$ cat src/rtl/rse_pkg.sv
package rse_pkg;
  localparam int ELEM_W = 16;
  localparam int BYTE_W = 8;

  typedef enum logic [1:0] {
    OP_MOVE = 2'd0,
    OP_CMP  = 2'd1,
    OP_SCAN = 2'd2,
    OP_MOV2 = 2'd3
  } op_e;

  typedef enum logic [1:0] {
    RP_ALWAYS   = 2'd0,
    RP_WHILE_EQ = 2'd1,
    RP_WHILE_NE = 2'd2,
    RP_ALWAYS2  = 2'd3
  } rep_e;

  typedef enum logic [2:0] {
    ST_IDLE, ST_SETUP, ST_RD_SRC, ST_WR_DST, ST_RD_DST, ST_UPD, ST_DONE
  } state_e;

  typedef struct packed {
    logic zf;
    logic sf;
    logic cf;
    logic of;
  } flags_t;

  // width of a phase counter able to hold the longest phase length
  function automatic int phase_w(int a, int b, int c, int d);
    int m;
    m = a;
    if (b > m) m = b;
    if (c > m) m = c;
    if (d > m) m = d;
    return $clog2(m + 1);
  endfunction
endpackage

$ cat src/rtl/rse_seq.sv
// Phase sequencer: state register plus a per-phase cycle counter.
// RD_CYC must be at least 2 (read data is captured in the second cycle);
// UPD_CYC must be at least 2 (the stop decision uses the updated registers).
module rse_seq
  import rse_pkg::*;
#(
  parameter int SETUP_CYC = 8,
  parameter int RD_CYC    = 3,
  parameter int XF_CYC    = 3,
  parameter int UPD_CYC   = 2,
  localparam int PW = phase_w(SETUP_CYC, RD_CYC, XF_CYC, UPD_CYC)
) (
  input  logic          clk,
  input  logic          rst_n,
  input  logic          start,
  input  logic          is_move,
  input  logic          cnt_empty,
  input  logic          stop,
  output state_e        state,
  output logic [PW-1:0] ph_idx
);
  state_e        state_d;
  logic [PW-1:0] ph_len;
  logic [PW-1:0] ph_idx_d;
  logic          ph_last;

  always_comb begin
    case (state)
      ST_SETUP:  ph_len = PW'(SETUP_CYC);
      ST_RD_SRC: ph_len = PW'(RD_CYC);
      ST_WR_DST,
      ST_RD_DST: ph_len = PW'(XF_CYC);
      ST_UPD:    ph_len = PW'(UPD_CYC);
      default:   ph_len = PW'(1);
    endcase
  end

  assign ph_last = (ph_idx == ph_len - PW'(1));

  always_comb begin
    state_d = state;
    case (state)
      ST_IDLE:   if (start) state_d = ST_SETUP;
      ST_SETUP:  if (ph_last) state_d = cnt_empty ? ST_DONE : ST_RD_SRC;
      ST_RD_SRC: if (ph_last) state_d = is_move ? ST_WR_DST : ST_RD_DST;
      ST_WR_DST,
      ST_RD_DST: if (ph_last) state_d = ST_UPD;
      ST_UPD:    if (ph_last) state_d = stop ? ST_DONE : ST_RD_SRC;
      ST_DONE:   state_d = ST_IDLE;
      default:   state_d = ST_IDLE;
    endcase
  end

  always_comb begin
    if (state_d != state) ph_idx_d = '0;
    else if (ph_last)     ph_idx_d = ph_idx;
    else                  ph_idx_d = ph_idx + PW'(1);
  end

  always_ff @(posedge clk or negedge rst_n) begin
    if (!rst_n) begin
      state  <= ST_IDLE;
      ph_idx <= '0;
    end else begin
      state  <= state_d;
      ph_idx <= ph_idx_d;
    end
  end
endmodule

$ cat src/rtl/rse_alu.sv
// Flag generator: a - b at byte or word width, result discarded.
module rse_alu
  import rse_pkg::*;
(
  input  logic [ELEM_W-1:0] a,
  input  logic [ELEM_W-1:0] b,
  input  logic              wide,
  output flags_t            fl
);
  logic [ELEM_W:0] dw;
  logic [BYTE_W:0] db;

  assign dw = {1'b0, a} - {1'b0, b};
  assign db = {1'b0, a[BYTE_W-1:0]} - {1'b0, b[BYTE_W-1:0]};

  always_comb begin
    if (wide) begin
      fl.zf = (dw[ELEM_W-1:0] == '0);
      fl.sf = dw[ELEM_W-1];
      fl.cf = dw[ELEM_W];
      fl.of = (a[ELEM_W-1] ^ b[ELEM_W-1]) & (dw[ELEM_W-1] ^ a[ELEM_W-1]);
    end else begin
      fl.zf = (db[BYTE_W-1:0] == '0);
      fl.sf = db[BYTE_W-1];
      fl.cf = db[BYTE_W];
      fl.of = (a[BYTE_W-1] ^ b[BYTE_W-1]) & (db[BYTE_W-1] ^ a[BYTE_W-1]);
    end
  end
endmodule

$ cat src/rtl/rse_step.sv
// Index stepper: +/-1 for bytes, +/-2 for words.
module rse_step #(
  parameter int AW = 16
) (
  input  logic [AW-1:0] idx,
  input  logic          dir,
  input  logic          wide,
  output logic [AW-1:0] nxt
);
  logic [AW-1:0] step;

  assign step = wide ? AW'(2) : AW'(1);
  assign nxt  = dir ? (idx - step) : (idx + step);
endmodule

$ cat src/rtl/rep_str_engine.sv
module rep_str_engine
  import rse_pkg::*;
#(
  parameter int AW        = 16,
  parameter int CW        = 16,
  parameter int SETUP_CYC = 8,
  parameter int RD_CYC    = 3,
  parameter int XF_CYC    = 3,
  parameter int UPD_CYC   = 2
) (
  input  logic              clk,
  input  logic              rst_n,
  input  logic              start,
  input  logic [AW-1:0]     src_idx_i,
  input  logic [AW-1:0]     dst_idx_i,
  input  logic [CW-1:0]     cnt_i,
  input  logic              dir_i,
  input  logic              wide_i,
  input  logic [1:0]        op_i,
  input  logic [1:0]        rep_i,
  input  logic [ELEM_W-1:0] acc_i,
  output logic              busy,
  output logic              done,
  output logic [AW-1:0]     src_idx_o,
  output logic [AW-1:0]     dst_idx_o,
  output logic [CW-1:0]     cnt_o,
  output logic              zf_o,
  output logic              sf_o,
  output logic              cf_o,
  output logic              of_o,
  output logic              mem_rd,
  output logic              mem_wr,
  output logic              mem_wide,
  output logic [AW-1:0]     mem_addr,
  output logic [ELEM_W-1:0] mem_wdata,
  input  logic [ELEM_W-1:0] mem_rdata
);
  localparam int PW = phase_w(SETUP_CYC, RD_CYC, XF_CYC, UPD_CYC);

  // reset: asserted asynchronously, released on the clock
  logic [1:0] rs_q;
  logic       rst_i_n;

  always_ff @(posedge clk or negedge rst_n) begin
    if (!rst_n) rs_q <= 2'b00;
    else        rs_q <= {rs_q[0], 1'b1};
  end
  assign rst_i_n = rs_q[1];

  state_e            state;
  logic [PW-1:0]     ph_idx;
  logic [AW-1:0]     src_q, dst_q, src_nx, dst_nx;
  logic [CW-1:0]     cnt_q;
  logic              dir_q, wide_q;
  op_e               op_q;
  rep_e              rep_q;
  logic [ELEM_W-1:0] acc_q, src_val, dst_val, opa;
  flags_t            fl_q, fl_d;
  logic              is_move, is_scan, go, upd_en, cap_src, cap_dst, stop;

  assign is_move = (op_q == OP_MOVE) || (op_q == OP_MOV2);
  assign is_scan = (op_q == OP_SCAN);
  assign go      = (state == ST_IDLE) && start;
  assign upd_en  = (state == ST_UPD) && (ph_idx == '0);
  assign cap_src = (state == ST_RD_SRC) && (ph_idx == PW'(1)) && !is_scan;
  assign cap_dst = (state == ST_RD_DST) && (ph_idx == PW'(1));

  // early-exit decision, evaluated after the update cycle
  always_comb begin
    stop = (cnt_q == '0);
    if (!is_move) begin
      if (rep_q == RP_WHILE_EQ && !fl_q.zf) stop = 1'b1;
      if (rep_q == RP_WHILE_NE &&  fl_q.zf) stop = 1'b1;
    end
  end

  rse_seq #(
    .SETUP_CYC(SETUP_CYC), .RD_CYC(RD_CYC), .XF_CYC(XF_CYC), .UPD_CYC(UPD_CYC)
  ) u_seq (
    .clk(clk), .rst_n(rst_i_n), .start(start), .is_move(is_move),
    .cnt_empty(cnt_q == '0), .stop(stop), .state(state), .ph_idx(ph_idx)
  );

  rse_step #(.AW(AW)) u_step_src (.idx(src_q), .dir(dir_q), .wide(wide_q), .nxt(src_nx));
  rse_step #(.AW(AW)) u_step_dst (.idx(dst_q), .dir(dir_q), .wide(wide_q), .nxt(dst_nx));

  assign opa = is_scan ? acc_q : src_val;
  rse_alu u_alu (.a(opa), .b(dst_val), .wide(wide_q), .fl(fl_d));

  // run configuration, captured at start
  always_ff @(posedge clk or negedge rst_i_n) begin
    if (!rst_i_n) begin
      dir_q  <= 1'b0;
      wide_q <= 1'b0;
      op_q   <= OP_MOVE;
      rep_q  <= RP_ALWAYS;
      acc_q  <= '0;
    end else if (go) begin
      dir_q  <= dir_i;
      wide_q <= wide_i;
      op_q   <= op_e'(op_i);
      rep_q  <= rep_e'(rep_i);
      acc_q  <= acc_i;
    end
  end

  // pointers and count
  always_ff @(posedge clk or negedge rst_i_n) begin
    if (!rst_i_n) begin
      src_q <= '0;
      dst_q <= '0;
      cnt_q <= '0;
    end else if (go) begin
      src_q <= src_idx_i;
      dst_q <= dst_idx_i;
      cnt_q <= cnt_i;
    end else if (upd_en) begin
      if (!is_scan) src_q <= src_nx;
      dst_q <= dst_nx;
      cnt_q <= cnt_q - CW'(1);
    end
  end

  // element latches
  always_ff @(posedge clk or negedge rst_i_n) begin
    if (!rst_i_n)     src_val <= '0;
    else if (cap_src) src_val <= mem_rdata;
  end

  always_ff @(posedge clk or negedge rst_i_n) begin
    if (!rst_i_n)     dst_val <= '0;
    else if (cap_dst) dst_val <= mem_rdata;
  end

  // flags change only on compare / scan elements
  always_ff @(posedge clk or negedge rst_i_n) begin
    if (!rst_i_n)                fl_q <= '0;
    else if (upd_en && !is_move) fl_q <= fl_d;
  end

  assign mem_rd    = ((state == ST_RD_SRC) && (ph_idx == '0) && !is_scan) ||
                     ((state == ST_RD_DST) && (ph_idx == '0));
  assign mem_wr    = (state == ST_WR_DST) && (ph_idx == '0);
  assign mem_addr  = (state == ST_RD_SRC) ? src_q : dst_q;
  assign mem_wide  = wide_q;
  assign mem_wdata = wide_q ? src_val : {{(ELEM_W-BYTE_W){1'b0}}, src_val[BYTE_W-1:0]};

  assign busy      = (state != ST_IDLE);
  assign done      = (state == ST_DONE);
  assign src_idx_o = src_q;
  assign dst_idx_o = dst_q;
  assign cnt_o     = cnt_q;
  assign zf_o      = fl_q.zf;
  assign sf_o      = fl_q.sf;
  assign cf_o      = fl_q.cf;
  assign of_o      = fl_q.of;
endmodule

$ cat config.mk
export PLATFORM = sky130hd
export DESIGN_NAME = rep_str_engine
export DESIGN_NICKNAME = d
export VERILOG_FILES = /design/src/rtl/rse_pkg.sv /design/src/rtl/rse_seq.sv /design/src/rtl/rse_alu.sv /design/src/rtl/rse_step.sv /design/src/rtl/rep_str_engine.sv
export SDC_FILE = /design/constraint.sdc
export NUM_CORES = 1
export LEC_CHECK = 0
export ABC_CLOCK_PERIOD_IN_PS = 3600
export BUFFER_PORTS_ARGS = -buffer_cell sky130_fd_sc_hd__clkbuf_2
export CORE_MARGIN = 10
export CORE_UTILIZATION = 40
export CTS_CLUSTER_DIAMETER = 120
export DETAILED_ROUTE_END_ITERATION = 6
export GPL_TIMING_DRIVEN = 0
export PLACE_DENSITY_LB_ADDON = 0.08
export SYNTH_ARGS = -nofsm -noshare
export SYNTH_HDL_FRONTEND = slang
export SYNTH_SLANG_ARGS = --single-unit
$ cat constraint.sdc
create_clock -name clk -period 3.6 [get_ports clk]
set_input_delay 0.36 -clock clk [delete_from_list [all_inputs] [get_ports clk]]
set_output_delay 0.36 -clock clk [all_outputs]
set_load 0.02 [all_outputs]
==> results by group, run 1 <==
Yosys
  • Synth async-reset ratio: 1.00
  • Post-synthesis cell type count: 63
  • Synth Flop Type: dfrtp_1
  • Mapped Cells: between 800 and 900
  • Post-Syn Area per Cell: between 9 and 10 um^2
  • Post-synth EDFFs: 0
  • Area contributors post-synth: dfrtp_1 (37%), mux2_2 (9.0%), ha_1 (8.6%)
  • Yosys Warn Count: 0
  • Area leader, netlist: dfrtp_1
  • Syn Nets: about 1000
  • Synthesis-stage register bit count: ~120
  • Share of the synthesized area in the top cell type: 0.372
  • Mapped Area: between 7000 and 8000 um^2
  • Post-synthesis sequential area ratio: 0.372

Pwr
  • Switching power total: roughly 5.6 mW
  • Comb pwr share: 0.628
  • Sequential share of power: 0.216
  • VDD IR-drop max: about 520 uV
  • Pleak: 4.72 nW
  • Clock power frac: 0.157
  • Sw Share: 0.472
  • Internal: 6.25 mW
  • Total power: around 12 mW
  • PwrDens: 1200 nW/um^2

Route
  • Via count: slightly above 7000
  • Post-DRT Antenna Nets: 0
  • Routed WL: around 24 mm
  • DRC viols: 0
  • Starting DRC count in detailed routing: approximately 350
  • Vias/cell: around 5.3
  • Per-cell routed wire length: around 18 um
  • Iteration count of the initial detailed-routing pass: 4

Final layout
  • Area growth syn-to-layout: 27.8%
  • Final Instance Area: 9890 um^2
  • Fraction of layout cells with a size suffix above 1: 0.308
  • # diodes: 0
  • # nets final: roughly 1200

Worst setup path
  • Crit path launch type: flop
  • Kind of critical path: reg -> reg
  • Critical Path AT: 3830 ps
  • Required @ worst endpoint: around 4000 ps
  • Crit. Startpoint: op_q[0]
  • Crit. End Element: flop
  • CP max FO: 8
  • R2R Setup Slk: between 100 and 150 ps
  • Worst R2R Start: op_q[0]

Timing
  • Hold_ws: approximately 120 ps
  • Final critical-path share of the clock period: 0.965
  • Final Setup Violations: 0
  • RSZ-0062 raised after global routing: no
  • Hold Vio Cnt, Final: 0
  • Fin crit period: around 3500 ps
  • Least-Margin Pin Slew: between 800 and 900 ps
  • Final Max Slew Viols: 0
  • Max Fclk: roughly 290 MHz
  • Worst Clk Skew: about 13 ps
  • Worst rel slew slack: 0.463

Die
  • Die X: approximately 160 um
  • Die ar.: between 20000 and 30000 um^2
  • FP Rows: 50
  • Core Footprint: between 15000 and 20000 um^2
  • Initial core utilization: 0.410
  • Top-level I/O count: about 180
  • Die height: around 160 um

Worst hold path
  • HP Start: acc_i[1]
  • HP Class: in -> reg

Run status
  • Status: completed

GRT
  • Vias in the first global route: around 7000
  • Total GRT Usage: 0.187
  • Initial antenna violation count: 0
  • First-pass GRT wire length: ~38 mm
  • Grt total ovfl: 0
  • Largest net degree at the start of global routing: 59

CTS
  • Worst-Skew Late Latency: about 430 ps
  • TritonCTS clock tree: done
  • Clock-pin slew on the worst setup and hold paths: ~60 ps
  • Max H-tree Level: 4
  • TritonCTS Buffers: 17
  • Clock buffer depth: 2
  • Root Buffer: clkbuf_16
  • Clock sinks: roughly 120

Placed design
  • GPL Wtd Cong: 0.860
  • Cell Area, Placed: around 9000 um^2
  • HPWL after detailed placement: about 18 mm
  • Input/output buffers: 177

Run
  • Max-cap check violation count: 0
==> kinds of logic after synthesis <==
logic type / count (synthesis) / synth area share
AO/OA/AOI/OAI: 210 / 0.179
XOR/XNOR: 41 / 0.0464
adder cells (fa/ha/maj): 56 / 0.0934
buffers and inverters: 78 / 0.0419
flip-flops: 115 / 0.372
multiplexers: 64 / 0.0928
other: 1 / 0.000484
AND/OR/NAND/NOR: 293 / 0.174
==> synth_stat cells, drive strengths merged, types with 3 or more instances <==
cell type  number
or3             9
a211o           4
o21a            6
a21o           12
ha             53
o22ai           6
o31ai           6
dfrtp         115
nor2b           5
o21ai          51
clkbuf         28
buf            11
a31oi          15
xor2           18
nand2         129
nor2           64
a2111oi         4
nand4           4
nor3           16
and3            6
a22oi          13
xnor2          23
o311ai          4
o211ai          7
nand2b         12
o21bai          3
nand3          12
and2           11
o2111ai         3
mux2           62
nor4            8
a21oi          48
inv            39
or4             4
a211oi          5
a31o            4
nor3b           5
a221o           4
fa              3
or2             4
==> metrics by stage <==
step                setup TNS [ps]  worst slack, ps  cells  utilization
finish                           0              124   1337        0.524
global route                     0             7.64   1337        0.524
CTS                              0             1.39   1331        0.516
detailed placement           -4300             -902   1296        0.476
global placement           -181610            -1580   1295        0.474
floorplan                        0             91.3    858            -
==> layout make-up <==
type                            count  area, um^2
Tap cell                          260         325
Buffer                             39         219
Multi-Input combinational cell    665        4690
Clock inverter                     14         201
Sequential cell                   115        2890
Inverter                           39         146
Fill cell                        1869        9000
Timing Repair Buffer              187         991
Clock buffer                       18         439
==> power groups by stage <==
stage	clock network (mW)	logic [mW]	registers (mW)
floorplan	0	4.90	2.72
global placement	0	6.85	2.59
detailed placement	0	6.90	2.57
CTS	1.89	7.17	2.57
global route	1.95	8.27	2.65
finish	1.85	7.43	2.55
==> sequential cells by signal (all words and copies together) (netlist names), 2 cells and up <==
register	flops
acc_q	16
cnt_o	16
dst_idx_o	16
dst_val	16
src_idx_o	16
src_val	16
u_seq.ph_idx	4
u_seq.state	3
op_q	2
rep_q	2
rs_q	2
==> routing by layer <==
metal,track usage,share of wire,vias to the layer above
li1,-,-,3474
met1,0.264,0.49,3343
met2,0.275,0.44,212
met3,0.0524,0.061,13
met4,0.0421,0.0088,0
met5,0,0,-
==> worst max-delay path, cell delays in order (launching register included) <==
cell and delay (ps):
dfrtp_1 370, inv_2 60, ha_2 200, buf_12 130, clkbuf_16 160, mux2_2 360, ha_4 310, o21ai_2 80
a21o_1 190, o211a_1 220, a211o_1 300, a2111oi_4 340, o2111ai_2 190, a2111oi_4 330, a21o_1 150
==> cells in the final DEF, fill, tap and decap left out, drive strengths merged, types with 6 or more instances in the layout <==
cell | Yosys | layout
clkbuf | 28 | 222
nand2 | 129 | 129
dfrtp | 115 | 115
nor2 | 64 | 64
mux2 | 62 | 62
ha | 53 | 53
o21ai | 51 | 51
a21oi | 48 | 48
inv | 39 | 42
xnor2 | 23 | 23
buf | 11 | 21
xor2 | 18 | 18
nor3 | 16 | 16
a31oi | 15 | 15
a22oi | 13 | 13
nand3 | 12 | 12
nand2b | 12 | 12
a21o | 12 | 12
and2 | 11 | 11
or3 | 9 | 9
nor4 | 8 | 8
o211ai | 7 | 7
o22ai | 6 | 6
and3 | 6 | 6
o21a | 6 | 6
o31ai | 6 | 6
==> path summary, 6_finish.rpt <==
kind / cells after the start / end
max in group asynchronous: 1 / dir_q
min: 3 / acc_q[1]
min in group asynchronous: 2 / rs_q[1]
max: 14 / zf_o
max reg2reg: 14 / zf_o
min reg2reg: 0 / rs_q[1]
==> repair_timing <==
action,CTS,global route
hold buffers,1,0
cloned,0,0
resized for setup,21,28
pin swaps,3,7
setup buffers,2,6
endpoints found under the hold margin,2,0
endpoints found under the setup margin,18,15
Power figures use the tool's default switching activity.
==> run 2, diff against run 1 <==
--- a/config.mk
+++ b/config.mk
@@ -13,6 +13,8 @@
 export DETAILED_ROUTE_END_ITERATION = 6
 export GPL_TIMING_DRIVEN = 0
 export PLACE_DENSITY_LB_ADDON = 0.08
+export REMOVE_ABC_BUFFERS = 1
+export SETUP_SLACK_MARGIN = 0.15
 export SYNTH_ARGS = -nofsm -noshare
 export SYNTH_HDL_FRONTEND = slang
 export SYNTH_SLANG_ARGS = --single-unit
==> results by group, run 2 (synthesized netlist as in run 1, its figures left out) <==
Run status
  • Status: completed

Pwr
  • PwrDens: 1190 nW/um^2 (-0.84%)
  • Comb pwr share: 0.624 (-0.004)
  • VDD IR-drop max: 466 uV (-11%)
  • Internal: 6.06 mW (-3.1%)
  • Pleak: 4.62 nW (-2.1%)
  • Total power: 11.5 mW (-3.0%)
  • Clock power frac: 0.155 (-0.002)
  • Sw Share: 0.472 (+0.000475)
  • Switching power total: 5.42 mW (-2.9%)
  • Sequential share of power: 0.221 (+0.005)

Worst setup path
  • Crit. Startpoint: op_q[0]
  • Worst r2r dst: zf_o
  • Worst path cell trace: inv_1 -> ha_4 -> buf_4 -> buf_6 -> mux2_2 -> ha_1 -> and3_1 -> o211ai_1 -> nand2_1 -> a21o_1 -> a211o_1 -> a2111oi_2 -> a21o_1
  • Worst R2R Start: op_q[0]
  • R2R Setup Slk: 200 ps (+80 ps)
  • Crit-path leading delay family: compound AO/OA/AOI/OAI gates
  • Crit. End Element: flop
  • R2R cell count: 13 (-1)
  • CP max FO: 10 (+2)
  • Kind of critical path: reg -> reg
  • Required @ worst endpoint: 3950 ps (about the same)
  • Critical Path AT: 3750 ps (-80 ps)
  • CP peak stage delay: 390 ps (+20 ps)
  • Most common cell on crit path: a21o_1
  • Crit path launch type: flop
  • CP bufs+invs: 3 (unchanged)
  • Slowest stage cell, crit path: a2111oi_2

CTS
  • TritonCTS Buffers: 17 (unchanged)
  • Worst-Skew Late Latency: 420 ps (about the same)
  • Clock buffer depth: 2 (unchanged)
  • Max H-tree Level: 4 (unchanged)
  • Clock-pin slew on the worst setup and hold paths: 60 ps (about the same)
  • Root Buffer: clkbuf_16
  • Clock sinks: 115 (unchanged)
  • TritonCTS clock tree: done

Timing
  • Final critical-path share of the clock period: 0.943 (-0.0223)
  • RSZ-0062 raised after global routing: yes
  • Final WS setup: 205 ps (+80.3 ps)
  • Fin crit period: 3400 ps (-80.3 ps)
  • Worst Clk Skew: 14.5 ps (+1.47 ps)
  • Hold_ws: 124 ps (+4.97 ps)
  • Hold Vio Cnt, Final: 0 (unchanged)
  • Least-Margin Pin Slew: 1070 ps (+266 ps)
  • Setup Total Neg Slack: 0 ps (unchanged)
  • Worst rel slew slack: 0.285 (-0.177)
  • Final Max Slew Viols: 0 (unchanged)
  • Final Setup Violations: 0 (unchanged)
  • Max Fclk: 295 MHz (+2.4%)

Die
  • Die X: 159 um (unchanged)
  • Top-level I/O count: 178 (unchanged)
  • Core Footprint: 18900 um^2 (unchanged)
  • Die height: 159 um (unchanged)
  • Initial core utilization: 0.410 (unchanged)
  • FP Rows: 50 (unchanged)
  • Die ar.: 25300 um^2 (unchanged)

Worst hold path
  • HP Class: in -> reg
  • HP Start: acc_i[0]
  • Hold depth: 3 (unchanged)
  • Worst min-delay path endpoint: acc_q[0]

Route
  • Post-DRT Antenna Nets: 0 (unchanged)
  • DR top layer: met4
  • Vias/cell: 5.19 (-1.4%)
  • DRC viols: 0 (unchanged)
  • Starting DRC count in detailed routing: 380 (+7.6%)
  • Met2 wire len: 9.86 mm (-6.1%)
  • DR WL met3: 1.10 mm (-26%)
  • Per-cell routed wire length: 17.4 um (-3.8%)
  • Wl on met1: 11.5 mm (-3.8%)
  • Via count: 6763 (-4.0%)
  • Routed WL: 22.6 mm (-6.3%)
  • Iteration count of the initial detailed-routing pass: 4 (unchanged)

Run
  • Max-cap check violation count: 0 (unchanged)

Final layout
  • Fraction of layout cells with a size suffix above 1: 0.313 (+0.00460)
  • Most frequent cells in the layout: clkbuf_2 (177), nand2_1 (128), dfrtp_1 (112)
  • # nets final: 1174 (-2.9%)
  • Commonest non-fill, non-tap cell in the layout: clkbuf_2
  • # diodes: 0 (unchanged)
  • Final Instance Area: 9680 um^2 (-2.2%)
  • Area growth syn-to-layout: 25.0%
  • Cell Count, Final, Fillers Out: 1302 (-2.6%)
  • Post-layout util: 0.512 (-0.0115)

Placed design
  • Place WS: -814 ps (+87.7 ps)
  • DP Cell Count: 1259 (-2.9%)
  • Input/output buffers: 177 (unchanged)
  • Cell Area, Placed: 8850 um^2 (-1.6%)
  • HPWL after detailed placement: 16.2 mm (-11%)
  • GPL Wtd Cong: 0.815 (-5.2%)

GRT
  • Vias in the first global route: 6767 (-3.6%)
  • Grt total ovfl: 0 (unchanged)
  • Total GRT Usage: 0.177 (-0.0101)
  • First-pass GRT wire length: 36.6 mm (-4.5%)
  • Initial antenna violation count: 0 (unchanged)
  • Largest net degree at the start of global routing: 79 (+34%)
## run 2: worst max-delay path by stage
stage                                to  cells past startpoint  slack [ps]
after floorplan           dst_idx_o[15]                     10          80
after global placement        cnt_o[10]                      0       -1560
after detailed placement           zf_o                     14        -810
after CTS                          zf_o                     14          70
after global routing               zf_o                     11          -4
final                              zf_o                     13         200
## run 2: power groups by stage
stage	Sequential, mW	Combinational, mW	Clock (mW)
after global routing	2.65	7.98	1.87
after CTS	2.56	6.96	1.83
final	2.54	7.16	1.78
after floorplan	2.80	4.70	0
after detailed placement	2.60	6.69	0
after global placement	2.62	6.64	0
## run 2: layer usage
layer / global-route usage / vias up
li1: - / 3415
met1: 0.251 / 3180
met4: 0.0430 / 0
met3: 0.0439 / 11
met5: 0 / -
met2: 0.262 / 157
## run 2: area by class of cell
type                       instances  area, um^2
fill                            1872        9220
clock buffer                      18         439
timing repair buffer             191        1040
multi-input combinational        665        4660
clock inverter                    14         178
tap                              260         325
sequential                       115        2890
inverter                          39         149
## run 2: repair_timing
| action | 4_1_cts | 5_1_grt |
|---|---|---|
| endpoints found under the setup margin | 13 | 10 |
| pin swaps | 1 | 3 |
| hold buffers | 1 | 0 |
| setup buffers | 6 | 4 |
| gates resized for setup | 16 | 19 |
| endpoints found under the hold margin | 2 | 0 |
| gates cloned | 0 | 0 |
## run 2: worst min-delay path: stages
cell and delay (ps):
clkbuf_2 80, nand2_1 40, nand2_1 40
